[config.mk]
export PLATFORM = sky130hd
export DESIGN_NAME = pxl_link_serializer
export DESIGN_NICKNAME = d
export VERILOG_FILES = /design/src/rtl/pxl_link_pkg.sv /design/src/rtl/pxl_seq_counter.sv /design/src/rtl/pxl_frame_builder.sv /design/src/rtl/pxl_lane_shifter.sv /design/src/rtl/pxl_link_serializer.sv
export SDC_FILE = /design/constraint.sdc
export NUM_CORES = 1
export LEC_CHECK = 0
export ABC_AREA = 1
export BUFFER_PORTS_ARGS = -buffer_cell sky130_fd_sc_hd__buf_4
export CORE_MARGIN = 2
export CORE_UTILIZATION = 55
export CTS_CLUSTER_DIAMETER = 150
export DETAILED_ROUTE_END_ITERATION = 12
export PLACE_DENSITY = 0.86
export SLEW_MARGIN = 20
export SYNTH_ARGS = -nofsm -noshare
export SYNTH_HDL_FRONTEND = slang
export SYNTH_SLANG_ARGS = --single-unit
export TNS_END_PERCENT = 20
[constraint.sdc]
create_clock -name clk -period 4.7 [get_ports clk]
set_input_delay 1.175 -clock clk [delete_from_list [all_inputs] [get_ports clk]]
set_output_delay 1.175 -clock clk [all_outputs]
set_load 0.005 [all_outputs]
[src/rtl/pxl_link_pkg.sv]
package pxl_link_pkg;

    localparam int COLOR_W     = 8;
    localparam int NARROW_W    = 6;
    localparam int CTRL_W      = 3;
    localparam int SEQ_W       = 2;
    localparam int RSV_W       = 2;
    localparam int NARROW_BITS = 3 * NARROW_W + CTRL_W + 1 + SEQ_W;
    localparam int WIDE_BITS   = 3 * COLOR_W + CTRL_W + 1 + SEQ_W + RSV_W;

    typedef logic [COLOR_W-1:0]   chan_t;
    typedef logic [SEQ_W-1:0]     seq_t;
    typedef logic [WIDE_BITS-1:0] payload_t;

    typedef enum logic {
        LINK_NARROW = 1'b0,
        LINK_WIDE   = 1'b1
    } link_mode_e;

    typedef struct packed {
        chan_t r;
        chan_t g;
        chan_t b;
        logic  vs;
        logic  hs;
        logic  de;
    } pixel_t;

    function automatic logic [3*COLOR_W-1:0] full_colors(pixel_t px);
        return {px.r, px.g, px.b};
    endfunction

    function automatic logic [3*NARROW_W-1:0] top_colors(pixel_t px);
        return {px.r[COLOR_W-1 -: NARROW_W],
                px.g[COLOR_W-1 -: NARROW_W],
                px.b[COLOR_W-1 -: NARROW_W]};
    endfunction

    function automatic logic [CTRL_W-1:0] ctrl_bits(pixel_t px);
        return {px.vs, px.hs, px.de};
    endfunction

    function automatic int slots_for(link_mode_e m, int lanes);
        return (m == LINK_WIDE) ? WIDE_BITS / lanes : NARROW_BITS / lanes;
    endfunction

endpackage

[src/rtl/pxl_seq_counter.sv]
module pxl_seq_counter
    import pxl_link_pkg::*;
(
    input  logic clk,
    input  logic rst,
    input  logic adv,
    output seq_t seq
);
    always_ff @(posedge clk) begin
        if (rst) begin
            seq <= '0;
        end else if (adv) begin
            seq <= seq + seq_t'(1);
        end
    end
endmodule

[src/rtl/pxl_frame_builder.sv]
module pxl_frame_builder
    import pxl_link_pkg::*;
#(
    parameter int LANES  = 2,
    parameter int SLOT_W = 5
) (
    input  pixel_t            px,
    input  link_mode_e        mode,
    input  seq_t              seq,
    output payload_t          pay,
    output logic [SLOT_W-1:0] slots
);
    localparam int NARROW_SLOTS = NARROW_BITS / LANES;
    localparam int WIDE_SLOTS   = WIDE_BITS / LANES;

    logic [3*NARROW_W-1:0] col_n;
    logic [3*COLOR_W-1:0]  col_w;
    logic [CTRL_W-1:0]     ctl;
    logic                  pe_n;
    logic                  pe_w;
    logic [NARROW_BITS-1:0] msb_n;
    logic [WIDE_BITS-1:0]   msb_w;

    always_comb begin
        col_n = top_colors(px);
        col_w = full_colors(px);
        ctl   = ctrl_bits(px);
        pe_n  = ~^{col_n, ctl, seq};
        pe_w  = ~^{col_w, ctl, seq};
        msb_n = {col_n, ctl, pe_n, seq};
        msb_w = {col_w, ctl, pe_w, seq, {RSV_W{1'b0}}};
        slots = (mode == LINK_WIDE) ? SLOT_W'(WIDE_SLOTS) : SLOT_W'(NARROW_SLOTS);
    end

    // Transmit bit i sits at pay[i]; the first bit on the wire is bit 0.
    for (genvar i = 0; i < WIDE_BITS; i++) begin : g_order
        if (i < NARROW_BITS) begin : g_both
            assign pay[i] = (mode == LINK_WIDE) ? msb_w[WIDE_BITS-1-i]
                                                : msb_n[NARROW_BITS-1-i];
        end else begin : g_wide_only
            assign pay[i] = (mode == LINK_WIDE) ? msb_w[WIDE_BITS-1-i] : 1'b0;
        end
    end
endmodule

[src/rtl/pxl_lane_shifter.sv]
module pxl_lane_shifter
    import pxl_link_pkg::*;
#(
    parameter int LANES  = 2,
    parameter int SLOT_W = 5
) (
    input  logic              clk,
    input  logic              rst,
    input  logic              load,
    input  payload_t          pay_in,
    input  logic [SLOT_W-1:0] slots_in,
    output payload_t          pay_q,
    output logic [SLOT_W-1:0] slot,
    output logic [SLOT_W-1:0] frame_slots,
    output logic              busy,
    output logic              last,
    output logic [LANES-1:0]  lane_d
);
    assign last = busy && (slot == frame_slots - SLOT_W'(1));

    always_ff @(posedge clk) begin
        if (rst) begin
            pay_q       <= '0;
            slot        <= '0;
            frame_slots <= '0;
            busy        <= 1'b0;
        end else if (load) begin
            pay_q       <= pay_in;
            slot        <= '0;
            frame_slots <= slots_in;
            busy        <= 1'b1;
        end else if (busy) begin
            pay_q <= pay_q >> LANES;
            if (last) begin
                slot <= '0;
                busy <= 1'b0;
            end else begin
                slot <= slot + SLOT_W'(1);
            end
        end
    end

    for (genvar l = 0; l < LANES; l++) begin : g_lane
        assign lane_d[l] = pay_q[l];
    end
endmodule

[src/rtl/pxl_link_serializer.sv]
module pxl_link_serializer
    import pxl_link_pkg::*;
#(
    parameter int LANES = 2
) (
    input  logic               clk,
    input  logic               rst,
    input  logic               pix_stb,
    input  logic               wide_mode,
    input  logic [COLOR_W-1:0] pix_r,
    input  logic [COLOR_W-1:0] pix_g,
    input  logic [COLOR_W-1:0] pix_b,
    input  logic               pix_vs,
    input  logic               pix_hs,
    input  logic               pix_de,
    output logic [LANES-1:0]   lane_d,
    output logic               link_ck
);
    localparam int MAX_SLOTS = WIDE_BITS / LANES;
    localparam int SLOT_W    = $clog2(MAX_SLOTS + 1);

    pixel_t            px;
    link_mode_e        mode;
    seq_t              seq;
    payload_t          pay_next;
    payload_t          pay_q;
    logic [SLOT_W-1:0] slots_next;
    logic [SLOT_W-1:0] slot;
    logic [SLOT_W-1:0] frame_slots;
    logic              busy;
    logic              last;
    logic              accept;

    assign px     = '{r: pix_r, g: pix_g, b: pix_b, vs: pix_vs, hs: pix_hs, de: pix_de};
    assign mode   = link_mode_e'(wide_mode);
    assign accept = pix_stb && (!busy || last);
    assign link_ck = busy && !slot[0];

    pxl_seq_counter u_seq (
        .clk (clk),
        .rst (rst),
        .adv (accept),
        .seq (seq)
    );

    pxl_frame_builder #(.LANES(LANES), .SLOT_W(SLOT_W)) u_build (
        .px    (px),
        .mode  (mode),
        .seq   (seq),
        .pay   (pay_next),
        .slots (slots_next)
    );

    pxl_lane_shifter #(.LANES(LANES), .SLOT_W(SLOT_W)) u_shift (
        .clk         (clk),
        .rst         (rst),
        .load        (accept),
        .pay_in      (pay_next),
        .slots_in    (slots_next),
        .pay_q       (pay_q),
        .slot        (slot),
        .frame_slots (frame_slots),
        .busy        (busy),
        .last        (last),
        .lane_d      (lane_d)
    );
endmodule

==> results.sh, run 1 <==
export IMPL_post_synthesis_sequential_element_count=40
export IMPL_drc=0
export IMPL_synth_simple_gate_area_share_pct=44.6
export IMPL_final_core_utilization_pct=62.6
export IMPL_path_class="reg2out"
export IMPL_detailroute_via_count=2883
export IMPL_die_area_um2=5800
export IMPL_yosys_area_top_type_share_pct=27.9
export IMPL_highest_layer="met4"
export IMPL_synth_adder_area_share_pct=0.437
export IMPL_synthFlopType="dfxtp_1"
export IMPL_worst_hold_path_type="reg2reg"
export IMPL_dp_cells=570
export IMPL_drtIter0Drc=228
export IMPL_mostFrequentLayoutCell="nand2_1"
export IMPL_outcome="complete, no violations"
export IMPL_grt_total_usage_pct=23.1
export IMPL_routed_wl_met3_um=349
export IMPL_rows=26
export IMPL_period_share_pct=65.1
export IMPL_floorplan_initialDensity_pct=56.5
export IMPL_cts_hold_buffers=0
export IMPL_critPathBufInv=2
export IMPL_postSynthNetCount=517
export IMPL_cts_repair_resize_count=0
export IMPL_tritoncts_clock_tree="yes"
export IMPL_diodes=0
export IMPL_synthArstFlopShare_pct=0
export IMPL_route_layer_met1_wl_um=3060
export IMPL_synth_mux_area_share_pct=0
export IMPL_worst_path_max_delay_cell="dfxtp_1"
export IMPL_floorplan_die_height_um=76.2
export IMPL_final_setup_viol_count=0
export IMPL_max_vdd_ir_drop_uv=179
export IMPL_vias_in_the_first_global_route=2631
export IMPL_detail_route_first_pass_iterations=4
export IMPL_max_slew_worst_pin_slew_ps=762
export IMPL_clock_tree_buffer_depth=2
export IMPL_htree_num_levels=2
export IMPL_post_synth_num_cell_types=32
export IMPL_synth_top_family_by_area="simple AND/OR/NAND/NOR gates"
export IMPL_setup_worst_path_end_class="output pin"
export IMPL_wl_met2_um=3080
export IMPL_layout_cells_non_filler=578
export IMPL_timing_final_crit_period_ps=3060
export IMPL_drive_gt1_share_pct=11.2
export IMPL_avg_vias_per_cell=4.99
export IMPL_path_delay_family="flip-flops"
export IMPL_synthXorXnorAreaFrac_pct=4.28
export IMPL_crit_required_ps=3520
export IMPL_synth_seq_area_share_pct=27.9
export IMPL_cts_repair_timing_setup_buffer_count=0
export IMPL_synth_area_top_cells="dfxtp_1 28%, nand2_1 26%, inv_1 7.6%"
export IMPL_avgSynthCellArea_um2=5.91
export IMPL_antenna_violations_before_repair=0
export IMPL_yosys_warnings=0
export IMPL_cts_root_buf="clkbuf_8"
export IMPL_netlist_top_cell_by_area="dfxtp_1"
export IMPL_cp_cell_sequence="inv_1 > nor2_1 > buf_4"
export IMPL_critical_path_max_stage_delay_ps=660
export IMPL_fin_tns_setup_ps=0
export IMPL_global_route_wire_length_before_repair_um=11200
export IMPL_grt_setup_unrepaired="false"
export IMPL_synth_compound_gate_area_share_pct=10.0
export IMPL_pwr_density_cell_nw_per_um2=289
export IMPL_drv_cap=0
export IMPL_maximum_net_fanout_on_the_critical_path=26
export IMPL_detail_route_antenna_nets=0
export IMPL_insertion_delay_ps=300
export IMPL_hold_viol=0
export IMPL_fp_dieW_um=76.2
export IMPL_globalplace_congestion=0.799
export IMPL_max_freq_ghz=0.327
export IMPL_place_detailed_hpwl_um=4690
export IMPL_number_of_flops_mapped_to_enable_cells_by_yosys=0
export IMPL_area_growth_syn_to_layout_pct=10.9
export IMPL_most_common_layout_cells="199 x nand2_1, 58 x inv_1, 46 x nor2_1, 40 x nand3_1, 40 x dfxtp_1"
export IMPL_postRouteWirelength_um=6550
export IMPL_global_route_overflow=0
export IMPL_slew_headroom_pct=49.1
export IMPL_post_synth_design_cell_area_um2=2870
export IMPL_worst_clk_skew_ps=9.51
export IMPL_synthCells=485
export IMPL_boundaryPins=34
export IMPL_power_leakage_nw=1.73
export IMPL_cts_clk_slew_worst_paths_ps=90
export IMPL_floorplan_core_area_um2=5070
export IMPL_cts_inserted_buffers=5
export IMPL_port_buffer_count=33
export IMPL_worst_setup_path_start_kind="flop"
export IMPL_grt_max_degree=42
export IMPL_worst_ep_arrival_time_ps=1880
export IMPL_final_net_count=539
export IMPL_clkSinkCount=40
export IMPL_maxSlewViolCount=0
export IMPL_hold_ws_ps=468
export IMPL_wl_per_cell_um=11.3
## sequential cells by signal, indices dropped and copies added (netlist names)
register / cells
u_shift.frame_slots: 2
u_seq.seq: 2
u_shift.slot: 5
u_shift.busy: 1
u_shift.pay_q: 30
## per-stage QoR
step | worst slack (ps) | power [mW] | instance area [µm²]
finish | 1640 | 0.917 | 3180
detailed placement | 2000 | 0.632 | 3060
CTS | 1650 | 0.919 | 3180
floorplan | 2660 | 0.570 | 2870
global placement | 2080 | 0.623 | 3060
global route | 1520 | 0.971 | 3180
## Yosys cell counts, types with 2 or more instances
cell,instances
buf_2,2
nand4_1,2
clkbuf_1,4
nor2_2,2
inv_1,58
o21ai_0,25
xnor2_1,9
a21oi_1,14
nand2_4,2
dfxtp_1,40
buf_4,5
inv_2,2
o211ai_1,2
a211oi_1,3
nor2_1,46
nand3_1,40
o21ai_1,6
nand2_2,2
xor2_1,5
buf_6,5
o211ai_2,2
nand2_1,199
## metal layers
metal,track usage [%],up-vias
met5,0,-
met4,6.00,0
met3,2.73,6
met2,40.4,68
met1,30.4,1272
li1,-,1537
## worst register-to-register path: stages (launching register included)
cell and delay, ps:
dfxtp_1 400, ha_1 240, nand3_1 110, nor2_2 150, nand3b_4 120, nand2_4 100
nand2_8 190, nor2_4 490, nand2_1 120, nand3_1 130, nand2_1 60, inv_1 50
## cell type report
type	instances	area (µm²)
Clock inverter	3	46.3
Fill cell	493	1900
Inverter	60	225
Timing Repair Buffer	33	248
Sequential cell	40	801
Tap cell	70	87.6
Clock buffer	5	68.8
Multi-Input combinational cell	367	1700
## worst paths after layout
path	slack [ps]	depth (start not counted)	to	start
setup / recovery	1640	3	link_ck	u_shift.busy
hold / removal	470	2	u_shift.pay_q[28]	u_shift.pay_q[28]
setup reg to reg	2490	11	u_shift.pay_q[14]	u_shift.slot[0]
hold reg to reg	470	2	u_shift.pay_q[28]	u_shift.pay_q[28]
## power by group
group | total, mW | internal (mW) | switching [mW]
registers | 0.381 | 0.364 | 0.0173
clock network | 0.290 | 0.160 | 0.130
logic | 0.245 | 0.0938 | 0.152
total | 0.917 | 0.618 | 0.299
## cells by family after synthesis
family | Yosys count
xor gates and xnor gates | 14
buffers and inverters | 78
adders and majority gates | 1
AOI/OAI and AO/OA | 52
and+or+nand+nor | 300
DFF | 40
Note: power is estimated with default switching activity, not from simulation.
==> inputs of run 2 (changes only) <==
--- a/config.mk
+++ b/config.mk
@@ -8,7 +8,7 @@
 export ABC_AREA = 1
 export BUFFER_PORTS_ARGS = -buffer_cell sky130_fd_sc_hd__buf_4
 export CORE_MARGIN = 2
-export CORE_UTILIZATION = 55
+export CORE_UTILIZATION = 53
 export CTS_CLUSTER_DIAMETER = 150
 export DETAILED_ROUTE_END_ITERATION = 12
 export PLACE_DENSITY = 0.86
==> constraint.sdc (replaced) <==
create_clock -name clk -period 2.6 [get_ports clk]
set_input_delay 0.65 -clock clk [delete_from_list [all_inputs] [get_ports clk]]
set_output_delay 0.65 -clock clk [all_outputs]
set_load 0.005 [all_outputs]
==> results.sh, run 2 (synthesis results as in run 1) <==
export IMPL_outcome="complete, no violations"
export IMPL_worst_clk_skew_ps=13.9
export IMPL_slew_headroom_pct=63.4
export IMPL_timing_final_crit_period_ps=2210
export IMPL_rows=26
export IMPL_drv_cap=0
export IMPL_final_setup_viol_count=0
export IMPL_max_vdd_ir_drop_uv=305
export IMPL_max_slew_worst_pin_slew_ps=547
export IMPL_cts_hold_buffers=0
export IMPL_diodes=0
export IMPL_critPathLaunch="u_shift.slot[0]"
export IMPL_timing_rr_start="u_shift.slot[0]"
export IMPL_die_area_um2=6010
export IMPL_floorplan_core_area_um2=5170
export IMPL_mostFrequentLayoutCell="nand2_1"
export IMPL_path_class="reg2reg"
export IMPL_largest_register="u_shift.pay_q"
export IMPL_wl_per_cell_um=11.4
export IMPL_cts_root_buf="clkbuf_8"
export IMPL_flip_flop_count_of_the_largest_register_all_copies_and_words_added=30
export IMPL_final_net_count=540
export IMPL_worst_setup_path_start_kind="flop"
export IMPL_drive_gt1_share_pct=11.4
export IMPL_period_share_pct=84.8
export IMPL_port_buffer_count=33
export IMPL_maximum_net_fanout_on_the_critical_path=41
export IMPL_clkSinkCount=40
export IMPL_postRouteWirelength_um=6620
export IMPL_sequentialPowerShare_pct=41.5
export IMPL_cts_clk_slew_worst_paths_ps=90
export IMPL_grt_setup_unrepaired="false"
export IMPL_top_flop_regs="u_shift.pay_q (30), u_shift.slot (5)"
export IMPL_detailroute_via_count=3028
export IMPL_hold_viol=0
export IMPL_boundaryPins=34
export IMPL_drtIter0Drc=322
export IMPL_pwr_density_cell_nw_per_um2=522
export IMPL_cell_internal_pwr_mw=1.12
export IMPL_maxSlewViolCount=0
export IMPL_dp_cells=571
export IMPL_floorplan_die_height_um=77.5
export IMPL_fp_dieW_um=77.5
export IMPL_fin_tns_setup_ps=0
export IMPL_cts_inserted_buffers=5
export IMPL_worst_ep_arrival_time_ps=2460
export IMPL_vias_in_the_first_global_route=2627
export IMPL_avg_vias_per_cell=5.23
export IMPL_worst_path_max_delay_cell="nor2_4"
export IMPL_global_route_overflow=0
export IMPL_clock_tree_buffer_depth=2
export IMPL_global_route_wire_length_before_repair_um=11100
export IMPL_power_switching_mw=0.543
export IMPL_area_growth_syn_to_layout_pct=11.2
export IMPL_cts_repair_timing_setup_buffer_count=0
export IMPL_max_freq_ghz=0.453
export IMPL_power_leakage_nw=1.74
export IMPL_most_common_layout_cells="199 x nand2_1, 58 x inv_1, 46 x nor2_1, 40 x nand3_1, 40 x dfxtp_1"
export IMPL_antenna_violations_before_repair=0
export IMPL_cts_repair_resize_count=0
export IMPL_tritoncts_clock_tree="yes"
export IMPL_layout_cells_non_filler=579
export IMPL_critical_path_max_stage_delay_ps=490
export IMPL_drc=0
export IMPL_worst_hold_path_type="reg2reg"
export IMPL_crit_required_ps=2850
export IMPL_place_detailed_hpwl_um=4700
export IMPL_floorplan_initialDensity_pct=55.4
export IMPL_grt_max_degree=42
export IMPL_detail_route_first_pass_iterations=7
export IMPL_hold_path_startpoint="u_shift.pay_q[29]"
export IMPL_grt_total_usage_pct=22.4
export IMPL_clock_power_share_pct=31.6
export IMPL_comb_power_share_pct=26.9
export IMPL_globalplace_congestion=0.826
export IMPL_htree_num_levels=2
export IMPL_insertion_delay_ps=300
export IMPL_detail_route_antenna_nets=0
export IMPL_sw_frac_of_total_pct=32.7
export IMPL_cp_cell_sequence="ha_1 > nand3_1 > nor2_2 > nand3b_4 > nand2_4 > nand2_8 > nor2_4 > nand2_1 > nand3_1 > nand2_1 > inv_1"
export IMPL_setup_worst_path_end_class="flop"
[run 2: cell count changes in the layout (fill, tap and decap cells not counted)]
cell | before | now
inv_6 | 1 | 0
buf_4 | 33 | 34
clkinvlp_4 | 1 | 0
clkinv_4 | 0 | 2
[run 2: metrics by stage]
stage	util, %	cell area [µm²]	setup WS, ps	hold slack, ps	total power [mW]
3_5_place_dp	59.3	3070	481	467	1.15
4_1_cts	61.6	3190	416	481	1.67
5_1_grt	61.6	3190	254	513	1.76
2_1_floorplan	-	2870	972	436	1.03
3_3_place_gp	59.3	3070	586	448	1.13
6_report	61.6	3190	395	490	1.66
[run 2: critical path, delay by kind of cell (launching register included)]
kind,cells,cell delay (ps)
and+or+nand+nor,9,1470
DFF,1,380
adders and majority gates,1,230
buffers and inverters,1,50
[run 2: final cells by class]
cell class	count	area, µm²
Clock buffer	5	68.8
Sequential cell	40	801
Tap cell	70	87.6
Timing Repair Buffer	34	255
Multi-Input combinational cell	367	1700
Fill cell	469	1990
Inverter	60	225
Clock inverter	3	47.5
[run 2: power groups by stage]
stage	logic [mW]	clock network [mW]	registers, mW
final	0.447	0.524	0.690
after global routing	0.512	0.556	0.694
after CTS	0.445	0.532	0.689
after detailed placement	0.442	0	0.703
after global placement	0.428	0	0.701
after floorplan	0.339	0	0.692
[run 2: path summary, 6_finish.rpt]
path,end,slack (ps),cells past startpoint
worst max-delay path,u_shift.pay_q[8],390,11
worst min-delay path,u_shift.pay_q[29],490,2
worst max register to register,u_shift.pay_q[8],390,11
worst min register to register,u_shift.pay_q[29],490,2
[run 2: layer usage]
layer / part of all wire (%) / wire length, µm / global-route usage [%] / vias up
met5: 0 / 0 / 0 / -
met4: 1.5 / 102 / 8.75 / 0
met3: 6.9 / 458 / 4.07 / 12
met2: 46 / 3060 / 37.7 / 116
met1: 45 / 3000 / 28.3 / 1354
li1: - / - / - / 1546
